## src/rtl/lbx_pkg.sv

```systemverilog
package lbx_pkg;

    typedef struct packed {
        logic [7:0] r;
        logic [7:0] g;
        logic [7:0] b;
    } rgb888_t;

    typedef struct packed {
        logic de;
        logic hs_n;
        logic vs_n;
        logic img;
    } raster_ctl_t;

    localparam raster_ctl_t CTL_IDLE = '{de: 1'b0, hs_n: 1'b1, vs_n: 1'b1, img: 1'b0};

    function automatic rgb888_t widen565(input logic [15:0] w);
        rgb888_t c;
        c.r = {w[15:11], w[15:13]};
        c.g = {w[10:5], w[10:9]};
        c.b = {w[4:0], w[4:2]};
        return c;
    endfunction

endpackage

```

## src/rtl/lbx_axis_counter.sv

```systemverilog
module lbx_axis_counter #(
    parameter int ACTIVE = 1024,
    parameter int FP     = 24,
    parameter int SYNC   = 136,
    parameter int BP     = 160,
    localparam int TOTAL = ACTIVE + FP + SYNC + BP,
    localparam int CW    = $clog2(TOTAL)
) (
    input  logic          clk,
    input  logic          rst_n,
    input  logic          step,
    output logic [CW-1:0] pos,
    output logic          wrap,
    output logic          in_active,
    output logic          in_sync
);

    localparam logic [CW-1:0] LAST       = CW'(TOTAL - 1);
    localparam logic [CW-1:0] SYNC_START = CW'(ACTIVE + FP);
    localparam logic [CW-1:0] SYNC_END   = CW'(ACTIVE + FP + SYNC);
    localparam logic [CW-1:0] ACT_END    = CW'(ACTIVE);

    typedef struct packed {
        logic [CW-1:0] pos;
    } cnt_state_t;

    cnt_state_t st_d, st_q;

    always_comb begin
        st_d = st_q;
        if (step) begin
            if (st_q.pos == LAST) begin
                st_d.pos = '0;
            end else begin
                st_d.pos = st_q.pos + 1'b1;
            end
        end
    end

    always_ff @(posedge clk) begin
        if (!rst_n) begin
            st_q <= '0;
        end else begin
            st_q <= st_d;
        end
    end

    assign pos       = st_q.pos;
    assign wrap      = step && (st_q.pos == LAST);
    assign in_active = st_q.pos < ACT_END;
    assign in_sync   = (st_q.pos >= SYNC_START) && (st_q.pos < SYNC_END);

endmodule

```

## src/rtl/lbx_pixel_stage.sv

```systemverilog
module lbx_pixel_stage
    import lbx_pkg::*;
(
    input  logic        clk,
    input  logic        rst_n,
    input  raster_ctl_t ctl_i,
    input  logic [15:0] pix_i,
    output raster_ctl_t ctl_o,
    output rgb888_t     rgb_o
);

    typedef struct packed {
        raster_ctl_t mid;
        raster_ctl_t out;
        rgb888_t     rgb;
    } pstage_t;

    pstage_t st_d, st_q;

    always_comb begin
        st_d     = st_q;
        st_d.mid = ctl_i;
        st_d.out = st_q.mid;
        if (st_q.mid.img) begin
            st_d.rgb = widen565(pix_i);
        end else begin
            st_d.rgb = '0;
        end
    end

    always_ff @(posedge clk) begin
        if (!rst_n) begin
            st_q.mid <= CTL_IDLE;
            st_q.out <= CTL_IDLE;
            st_q.rgb <= '0;
        end else begin
            st_q <= st_d;
        end
    end

    assign ctl_o = st_q.out;
    assign rgb_o = st_q.rgb;

endmodule

```

## src/rtl/letterbox_xga_timing.sv

```systemverilog
module letterbox_xga_timing
    import lbx_pkg::*;
#(
    parameter int H_ACTIVE  = 1024,
    parameter int H_FP      = 24,
    parameter int H_SYNC    = 136,
    parameter int H_BP      = 160,
    parameter int V_ACTIVE  = 768,
    parameter int V_FP      = 3,
    parameter int V_SYNC    = 6,
    parameter int V_BP      = 29,
    parameter int IMG_TOP   = 24,
    parameter int IMG_LINES = 720,
    localparam int COLW     = $clog2(H_ACTIVE),
    localparam int ROWW     = $clog2(IMG_LINES)
) (
    input  logic            clk,
    input  logic            rst_n,
    input  logic [15:0]     pix_rgb565,
    output logic            pix_req,
    output logic [COLW-1:0] req_col,
    output logic [ROWW-1:0] req_row,
    output logic            hsync_n,
    output logic            vsync_n,
    output logic            disp_de,
    output logic [7:0]      red,
    output logic [7:0]      green,
    output logic [7:0]      blue
);

    localparam int H_TOTAL = H_ACTIVE + H_FP + H_SYNC + H_BP;
    localparam int V_TOTAL = V_ACTIVE + V_FP + V_SYNC + V_BP;
    localparam int HW      = $clog2(H_TOTAL);
    localparam int VW      = $clog2(V_TOTAL);
    localparam logic [VW-1:0] BAND_LO = VW'(IMG_TOP);
    localparam logic [VW-1:0] BAND_HI = VW'(IMG_TOP + IMG_LINES);

    logic [HW-1:0] h_pos;
    logic [VW-1:0] v_pos;
    logic          h_wrap, h_act, h_syn;
    logic          v_wrap, v_act, v_syn;

    lbx_axis_counter #(
        .ACTIVE(H_ACTIVE), .FP(H_FP), .SYNC(H_SYNC), .BP(H_BP)
    ) u_hcnt (
        .clk(clk), .rst_n(rst_n), .step(1'b1),
        .pos(h_pos), .wrap(h_wrap), .in_active(h_act), .in_sync(h_syn)
    );

    lbx_axis_counter #(
        .ACTIVE(V_ACTIVE), .FP(V_FP), .SYNC(V_SYNC), .BP(V_BP)
    ) u_vcnt (
        .clk(clk), .rst_n(rst_n), .step(h_wrap),
        .pos(v_pos), .wrap(v_wrap), .in_active(v_act), .in_sync(v_syn)
    );

    typedef struct packed {
        raster_ctl_t     ctl;
        logic [COLW-1:0] col;
        logic [ROWW-1:0] row;
    } decode_t;

    decode_t dec_d, dec_q;
    logic    in_band;
    logic    unused_vwrap;

    assign unused_vwrap = v_wrap;
    assign in_band      = (v_pos >= BAND_LO) && (v_pos < BAND_HI);

    always_comb begin
        dec_d          = dec_q;
        dec_d.ctl.de   = h_act && v_act;
        dec_d.ctl.hs_n = !h_syn;
        dec_d.ctl.vs_n = !v_syn;
        dec_d.ctl.img  = h_act && v_act && in_band;
        dec_d.col      = COLW'(h_pos);
        dec_d.row      = ROWW'(v_pos - BAND_LO);
    end

    always_ff @(posedge clk) begin
        if (!rst_n) begin
            dec_q.ctl <= CTL_IDLE;
            dec_q.col <= '0;
            dec_q.row <= '0;
        end else begin
            dec_q <= dec_d;
        end
    end

    raster_ctl_t out_ctl;
    rgb888_t     out_rgb;

    lbx_pixel_stage u_pix (
        .clk(clk), .rst_n(rst_n),
        .ctl_i(dec_q.ctl), .pix_i(pix_rgb565),
        .ctl_o(out_ctl), .rgb_o(out_rgb)
    );

    assign pix_req = dec_q.ctl.img;
    assign req_col = dec_q.col;
    assign req_row = dec_q.row;
    assign hsync_n = out_ctl.hs_n;
    assign vsync_n = out_ctl.vs_n;
    assign disp_de = out_ctl.de;
    assign red     = out_rgb.r;
    assign green   = out_rgb.g;
    assign blue    = out_rgb.b;

endmodule

```

## config.mk

```make
export PLATFORM = sky130hd
export DESIGN_NAME = letterbox_xga_timing
export DESIGN_NICKNAME = d
export VERILOG_FILES = /design/src/rtl/lbx_pkg.sv /design/src/rtl/lbx_axis_counter.sv /design/src/rtl/lbx_pixel_stage.sv /design/src/rtl/letterbox_xga_timing.sv
export SDC_FILE = /design/constraint.sdc
export NUM_CORES = 1
export LEC_CHECK = 0
export ABC_CLOCK_PERIOD_IN_PS = 1600
export BUFFER_PORTS_ARGS = -buffer_cell sky130_fd_sc_hd__buf_2
export CORE_UTILIZATION = 47
export DETAILED_ROUTE_END_ITERATION = 7
export MAX_ROUTING_LAYER = met4
export PLACE_DENSITY = 0.84
export SLEW_MARGIN = 0
export SYNTH_ARGS = -nofsm -noshare
export SYNTH_HDL_FRONTEND = slang
export SYNTH_SLANG_ARGS = --single-unit
```

## constraint.sdc

```tcl
create_clock -name clk -period 1.6 [get_ports clk]
set_input_delay 0.08 -clock clk [delete_from_list [all_inputs] [get_ports clk]]
set_output_delay 0.08 -clock clk [all_outputs]
set_load 0.01 [all_outputs]
```

**Yosys cells after proc, flatten, opt, wreduce, memory -nomap -nowiden**

Cells that the tools add are included.

- RAM bits: 0
- Output and inout port bits: 48
- Bits in latches: 0
- Memories kept: 0
- Word-level logic and storage cells: 42
- Flip-flop bits (word level): 76
- Input bits: 18
- ROM bits: 0

- Bitwise logic cells: 1
- Multiplexer cells: 1
- Shift operators: 0
- Multiply operators: 0
- Divide/modulo/power cells: 0
- Magnitude comparators: 8
- Reductions and logical operators: 9
- Add/sub/neg operators: 3
- Equality and inequality tests: 2

Operators with widths:

| operator | number |
|---|---|
| $lt 10x10->1 const B | 3 |
| $lt 11x11->1 const B | 2 |
| $add 11x1->11 const B | 1 |
| $eq 11x11->1 const B | 1 |
| $ge 11x11->1 const B | 1 |
| $add 10x1->10 const B | 1 |
| $eq 10x10->1 const B | 1 |
| $ge 10x10->1 const B | 1 |
| $ge 10x5->1 const B | 1 |
| $mux 10 | 1 |
| $sub 10x5->10 const B | 1 |
| $logic_and 1x1->1 | 5 |
| $logic_not 1->1 | 2 |
| $reduce_and 2->1 | 1 |
| $reduce_or 2->1 | 1 |
| $not 1->1 | 1 |

**Longest topological paths before layout**

- Depth in word-level cells: 3
- Mapped depth: 7
- Gate-level depth less buffers: 6

**Cells and area by module**

Synthesis repeated with hierarchy kept, for this count alone.

- Cell total of the unflattened synthesis: 267
- Area, all modules: 2753.9 sq um

Modules (own cells, without submodules):

| module | cells an instance | area each (sq um) | sequential area each (sq um) | instances |
|---|---|---|---|---|
| letterbox_xga_timing | 87 | 914.6 | 480.5 | 1 |
| lbx_pixel_stage | 59 | 715.7 | 480.5 | 1 |
| lbx_axis_counter (u_hcnt) | 66 | 610.6 | 220.2 | 1 |
| lbx_axis_counter (u_vcnt) | 55 | 513.0 | 200.2 | 1 |

**Least setup slack after synthesis**

OpenSTA, ideal clock, no wires.

- Path kind: flip-flop to flip-flop
- Start point: register u_hcnt.st_q (netlist bit u_hcnt.pos[0])
- End point: register u_vcnt.st_q (netlist bit u_vcnt.pos[8])
- Buffers on the path: 1
- Arrival time: 1.567 ns
- Data required time: 1.529 ns
- Stages on the path, launching flop included: 7
- Library setup time: 0.071 ns
- Clock period less this slack: 1.638 ns
- Setup slack: -0.038 ns
- Cells stage by stage: dfxtp_1 ha_1 and4_1 buf_4 nand3_4 or4_1 a21oi_1

- Word-level cells in the longest chain between the ends: 1

Ends and longest elaborated chain:

| element | line | source |
|---|---|---|
| start, declared | lbx_axis_counter.sv:27 | `cnt_state_t st_d, st_q;` |
| start signal, assigned | lbx_axis_counter.sv:44 | `st_q <= st_d;` |
| $eq 11x11->1 | lbx_axis_counter.sv:49 | `assign wrap = step && (st_q.pos == LAST);` |
| end signal, assigned | lbx_axis_counter.sv:44 |  |
| end, declared | lbx_axis_counter.sv:27 |  |

Every way passes these cells.
A chain may end at the register's enable or synchronous reset.

**Worst setup path in the final report**

- Start point: register u_vcnt.st_q (netlist bit u_vcnt.pos[0])
- End point: register u_vcnt.st_q (netlist bit u_vcnt.pos[4])

- Word-level cells in the longest chain between the ends: 2
- Elaborated cells on any way between the ends: 3
- Classes of those cells: 1 x add/sub; 1 x eq/ne; 1 x mux

Ends and longest elaborated chain:

| element | line | source |
|---|---|---|
| $add 10x1->10 or $eq 10x10->1 (tied branches) | - |  |
| $mux 10 * | lbx_axis_counter.sv:32 | `if (st_q.pos == LAST) begin` |

Every way passes the cells marked *; elsewhere a longest branch is shown, timed or not.

==> PnR_summary.wiki <==
{| class="wikitable"
! Metric !! Value
|-
| Sum of overflow across all layers after global routing || 0
|-
| Met2 Track Usage GR || 34.7%
|-
| Filler cells || 440
|-
| Clock root cell || sky130_fd_sc_hd__clkbuf_8
|-
| Area of the mapped netlist || 2710 um^2
|-
| Area share of the leading cell type in the synthesized netlist || 50.2%
|-
| Number of remaining DRC errors || 0
|-
| Number of global-route vias before repair || 2121
|-
| Area used by sequential logic in the layout || 1370 um^2
|-
| Fraction of final layout cells sized beyond drive strength 1 || 36.3%
|-
| Total Routing Usage GR || 21.6%
|-
| Count of pins on the block boundary || 66
|-
| Time the worst path needs with I/O delays and setup || 1540 ps
|-
| Max Buffers Root-to-Sink || 2
|-
| Least-Margin Pin Slew || 388 ps
|-
| Post-placement worst setup slack || -37.0 ps
|-
| Startpoint type of the worst setup path || flip-flop
|-
| Die extent in x || 77.9 um
|-
| Met3 routing resource usage after global routing || 7.88%
|-
| Diodes inserted || 0
|-
| Main area contributors after synthesis || sky130_fd_sc_hd__dfxtp_1 (50%), sky130_fd_sc_hd__buf_4 (8.0%), sky130_fd_sc_hd__and3_1 (4.8%)
|-
| Instance count of the mapped netlist || 287
|-
| Run status || finished clean
|-
| Path class of the lowest-slack min-delay path || in2reg
|-
| Routed length per placed instance || 14.0 um
|-
| Startpoint of the lowest-slack hold path || rst_n
|-
| Most instantiated library cell after synthesis || sky130_fd_sc_hd__dfxtp_1
|-
| Vias per Instance || 5.13
|-
| Endpoints failing hold || 0
|-
| Count of endpoints failing setup in the final report || 0
|-
| Post-Syn Area per Cell || 9.44 um^2
|-
| Area Overhead vs Synth || 29.5%
|-
| Number of enable flip-flop cells after synthesis || 0
|-
| Die height || 77.9 um
|-
| Detailed Place HPWL || 3860 um
|-
| Slew Viols, Final || 0
|-
| Crit path arrival time || 1820 ps
|-
| Synth warn || 0
|-
| Reg-to-reg startpoint || u_vcnt.pos[0]$_SDFFE_PN0N_
|-
| List of most frequent post-synthesis cells || sky130_fd_sc_hd__dfxtp_1 (68), sky130_fd_sc_hd__buf_4 (29), sky130_fd_sc_hd__nor2_1 (23)
|-
| First-pass iteration count of the detailed router || 5
|-
| Number of nets in the finished design || 388
|-
| Number of antenna violations at the first check in global routing || 0
|-
| Setup crit start || u_vcnt.pos[0]$_SDFFE_PN0N_
|-
| Site row count || 27
|-
| Met1 GRT Util || 24.5%
|-
| Endpoint kind of the worst setup timing path || flip-flop
|-
| Required time of the worst setup path || 1880 ps
|-
| Post-synthesis sequential area ratio || 50.2%
|-
| Layer with the highest usage after global routing || met2
|-
| Clock transition time at the flip-flop clock pins of the worst setup and hold paths || 70 ps
|-
| Cell Count Post-Placement || 407
|-
| Largest vdd supply drop || 0.000704 V
|-
| Nets in the synthesized netlist || 311
|-
| Core ar. || 5540 um^2
|-
| Pwr per Cell Area || 992 nW/um^2
|-
| Effective utilization at floorplan || 48.9%
|-
| Placed cell areas || 3060 um^2
|-
| Skew-Pair Late Insertion Delay || 340 ps
|-
| Leading register cell type out of synthesis || sky130_fd_sc_hd__dfxtp_1
|-
| Post-route clock period utilization || 96.5%
|-
| Leakage dissipation || 1.64 nW
|-
| Layout Cell Area excl Fill || 3510 um^2
|-
| Max capacitance violation total || 0
|-
| Fin Setup TNS || 0 ps
|-
| Largest net degree at the start of global routing || 22
|-
| Via count || 2264
|-
| Number of distinct library cell variants in the gate-level netlist after synthesis || 40
|-
| Number of nets still failing antenna checks after routing || 0
|-
| First-pass GRT wire length || 9740 um
|-
| Clock buffers created by TritonCTS || 9
|-
| Largest area contributor in the netlist || sky130_fd_sc_hd__dfxtp_1
|-
| Final worst slack || 56.3 ps
|-
| Critical path fanouts, max || 4
|-
| Routability-driven placement congestion ratio || 0.950
|-
| Total Wirelength || 6170 um
|-
| Area of the multi-input gates || 1080 um^2
|-
| Normalized max-slew margin || 74.1%
|-
| Full die area || 6070 um^2
|-
| Post-Layout Cell Count || 441
|-
| Share of async-settable or async-resettable flops after synthesis || 0%
|-
| Maximum level of the CTS H-tree || 3
|-
| Port-buffer cells || 65
|-
| Highest clock frequency the design can meet || 648 MHz
|-
| Worst Skew || 5.90 ps
|-
| Sink Count || 68
|-
| Final Power || 3.48 mW
|-
| CTS tree || yes
|-
| #FFs+latches synth || 68
|-
| Critical path start-end classification || reg2reg
|-
| Drt first-iter violations || 122
|}
cells in the final DEF (no fill, tap or decap), types with 3 or more instances in the layout:
cell type,netlist,routed
sky130_fd_sc_hd__nand4_1,5,5
sky130_fd_sc_hd__o21ai_0,4,4
sky130_fd_sc_hd__dfxtp_1,68,63
sky130_fd_sc_hd__dfxtp_2,0,5
sky130_fd_sc_hd__inv_1,6,5
sky130_fd_sc_hd__clkbuf_8,0,10
sky130_fd_sc_hd__ha_1,6,4
sky130_fd_sc_hd__nand2b_1,5,4
sky130_fd_sc_hd__and3_1,21,21
sky130_fd_sc_hd__buf_2,5,65
sky130_fd_sc_hd__and2_1,12,12
sky130_fd_sc_hd__o21ai_1,4,4
sky130_fd_sc_hd__or3_1,4,4
sky130_fd_sc_hd__o31ai_1,4,4
sky130_fd_sc_hd__nand2_1,12,12
sky130_fd_sc_hd__nor3_1,8,7
sky130_fd_sc_hd__nand3_1,12,11
sky130_fd_sc_hd__nor2_1,23,23
sky130_fd_sc_hd__buf_4,29,32
sky130_fd_sc_hd__dlygate4sd3_1,0,16
sky130_fd_sc_hd__a21oi_1,7,5
sky130_fd_sc_hd__xnor2_1,8,8
sky130_fd_sc_hd__clkinv_2,0,3
sky130_fd_sc_hd__or4b_1,3,3
sky130_fd_sc_hd__xor2_1,5,5
cell type report:
type | count | area share [%]
repair buffers | 113 | 20.7
clock buffers | 11 | 4.03
inverters | 7 | 0.748
well taps | 72 | 2.57
clock inverters | 5 | 2.14
multi-input cells | 165 | 30.9
flip-flops and latches | 68 | 39.0
repair_timing:
action | in CTS | in global routing
hold buffers | 16 | 0
cloned | 0 | 0
endpoints found under the hold margin | 16 | 0
pin swaps | 0 | 6
resized for setup | 3 | 12
endpoints found under the setup margin | 3 | 6
buffers inserted | 0 | 2
flip-flops by register name (all words and copies together), names as in the netlist:
name / flops
u_pix.rgb_o: 16
u_pix.ctl_o: 3
pix_req: 1
req_row: 10
u_hcnt.pos: 11
req_col: 10
dec_q: 3
u_pix.st_d: 4
u_vcnt.pos: 10
per-layer routing:
metal / share of wire (%) / routed length [um] / vias up
li1: - / - / 1096
met1: 43 / 2680 / 1034
met2: 47 / 2890 / 115
met3: 7.5 / 464 / 19
met4: 2.3 / 141 / 0
met5: 0 / 0 / -
per-stage QoR:
step	hold slack, ps	util, %
2_1_floorplan	237	-
3_3_place_gp	323	55.3
3_5_place_dp	321	55.3
4_1_cts	85.3	62.4
5_1_grt	96.9	63.4
6_report	92.4	63.4
final timing paths:
| check | endpoint | slack, ps | cells after the start |
|---|---|---|---|
| worst max-delay path | u_vcnt.pos[4]$_SDFFE_PN0N_ | 60 | 5 |
| worst min-delay path | req_col[6]$_SDFF_PN0_ | 90 | 3 |
| worst max register to register | u_vcnt.pos[4]$_SDFFE_PN0N_ | 60 | 5 |
| worst min register to register | u_pix.ctl_o[2]$_SDFF_PN1_ | 410 | 1 |
where the power goes:
group / total [mW] / switching [mW] / internal [mW]
logic: 0.199 / 0.0922 / 0.107
registers: 1.76 / 0.0280 / 1.73
clock network: 1.52 / 0.613 / 0.912
critical path, cell delays in order, from the launching register on:
cell and delay (ps):
sky130_fd_sc_hd__dfxtp_2 360, sky130_fd_sc_hd__ha_1 200, sky130_fd_sc_hd__or4b_1 490, sky130_fd_sc_hd__nor4_2 230
sky130_fd_sc_hd__nand3b_1 120, sky130_fd_sc_hd__o21ai_1 90
kinds of logic (layout without fill, tap and decap cells):
| family | after synthesis | count (layout) | synth area share [%] |
|---|---|---|---|
| flip-flops | 68 | 68 | 50.2 |
| AO/OA/AOI/OAI | 27 | 27 | 6.09 |
| AND/OR/NAND/NOR | 119 | 119 | 25.0 |
| buffers and inverters | 54 | 136 | 11.7 |
| XOR/XNOR | 13 | 13 | 4.20 |
| adder cells (fa/ha/maj) | 6 | 6 | 2.77 |
Power figures use the tool's default switching activity.
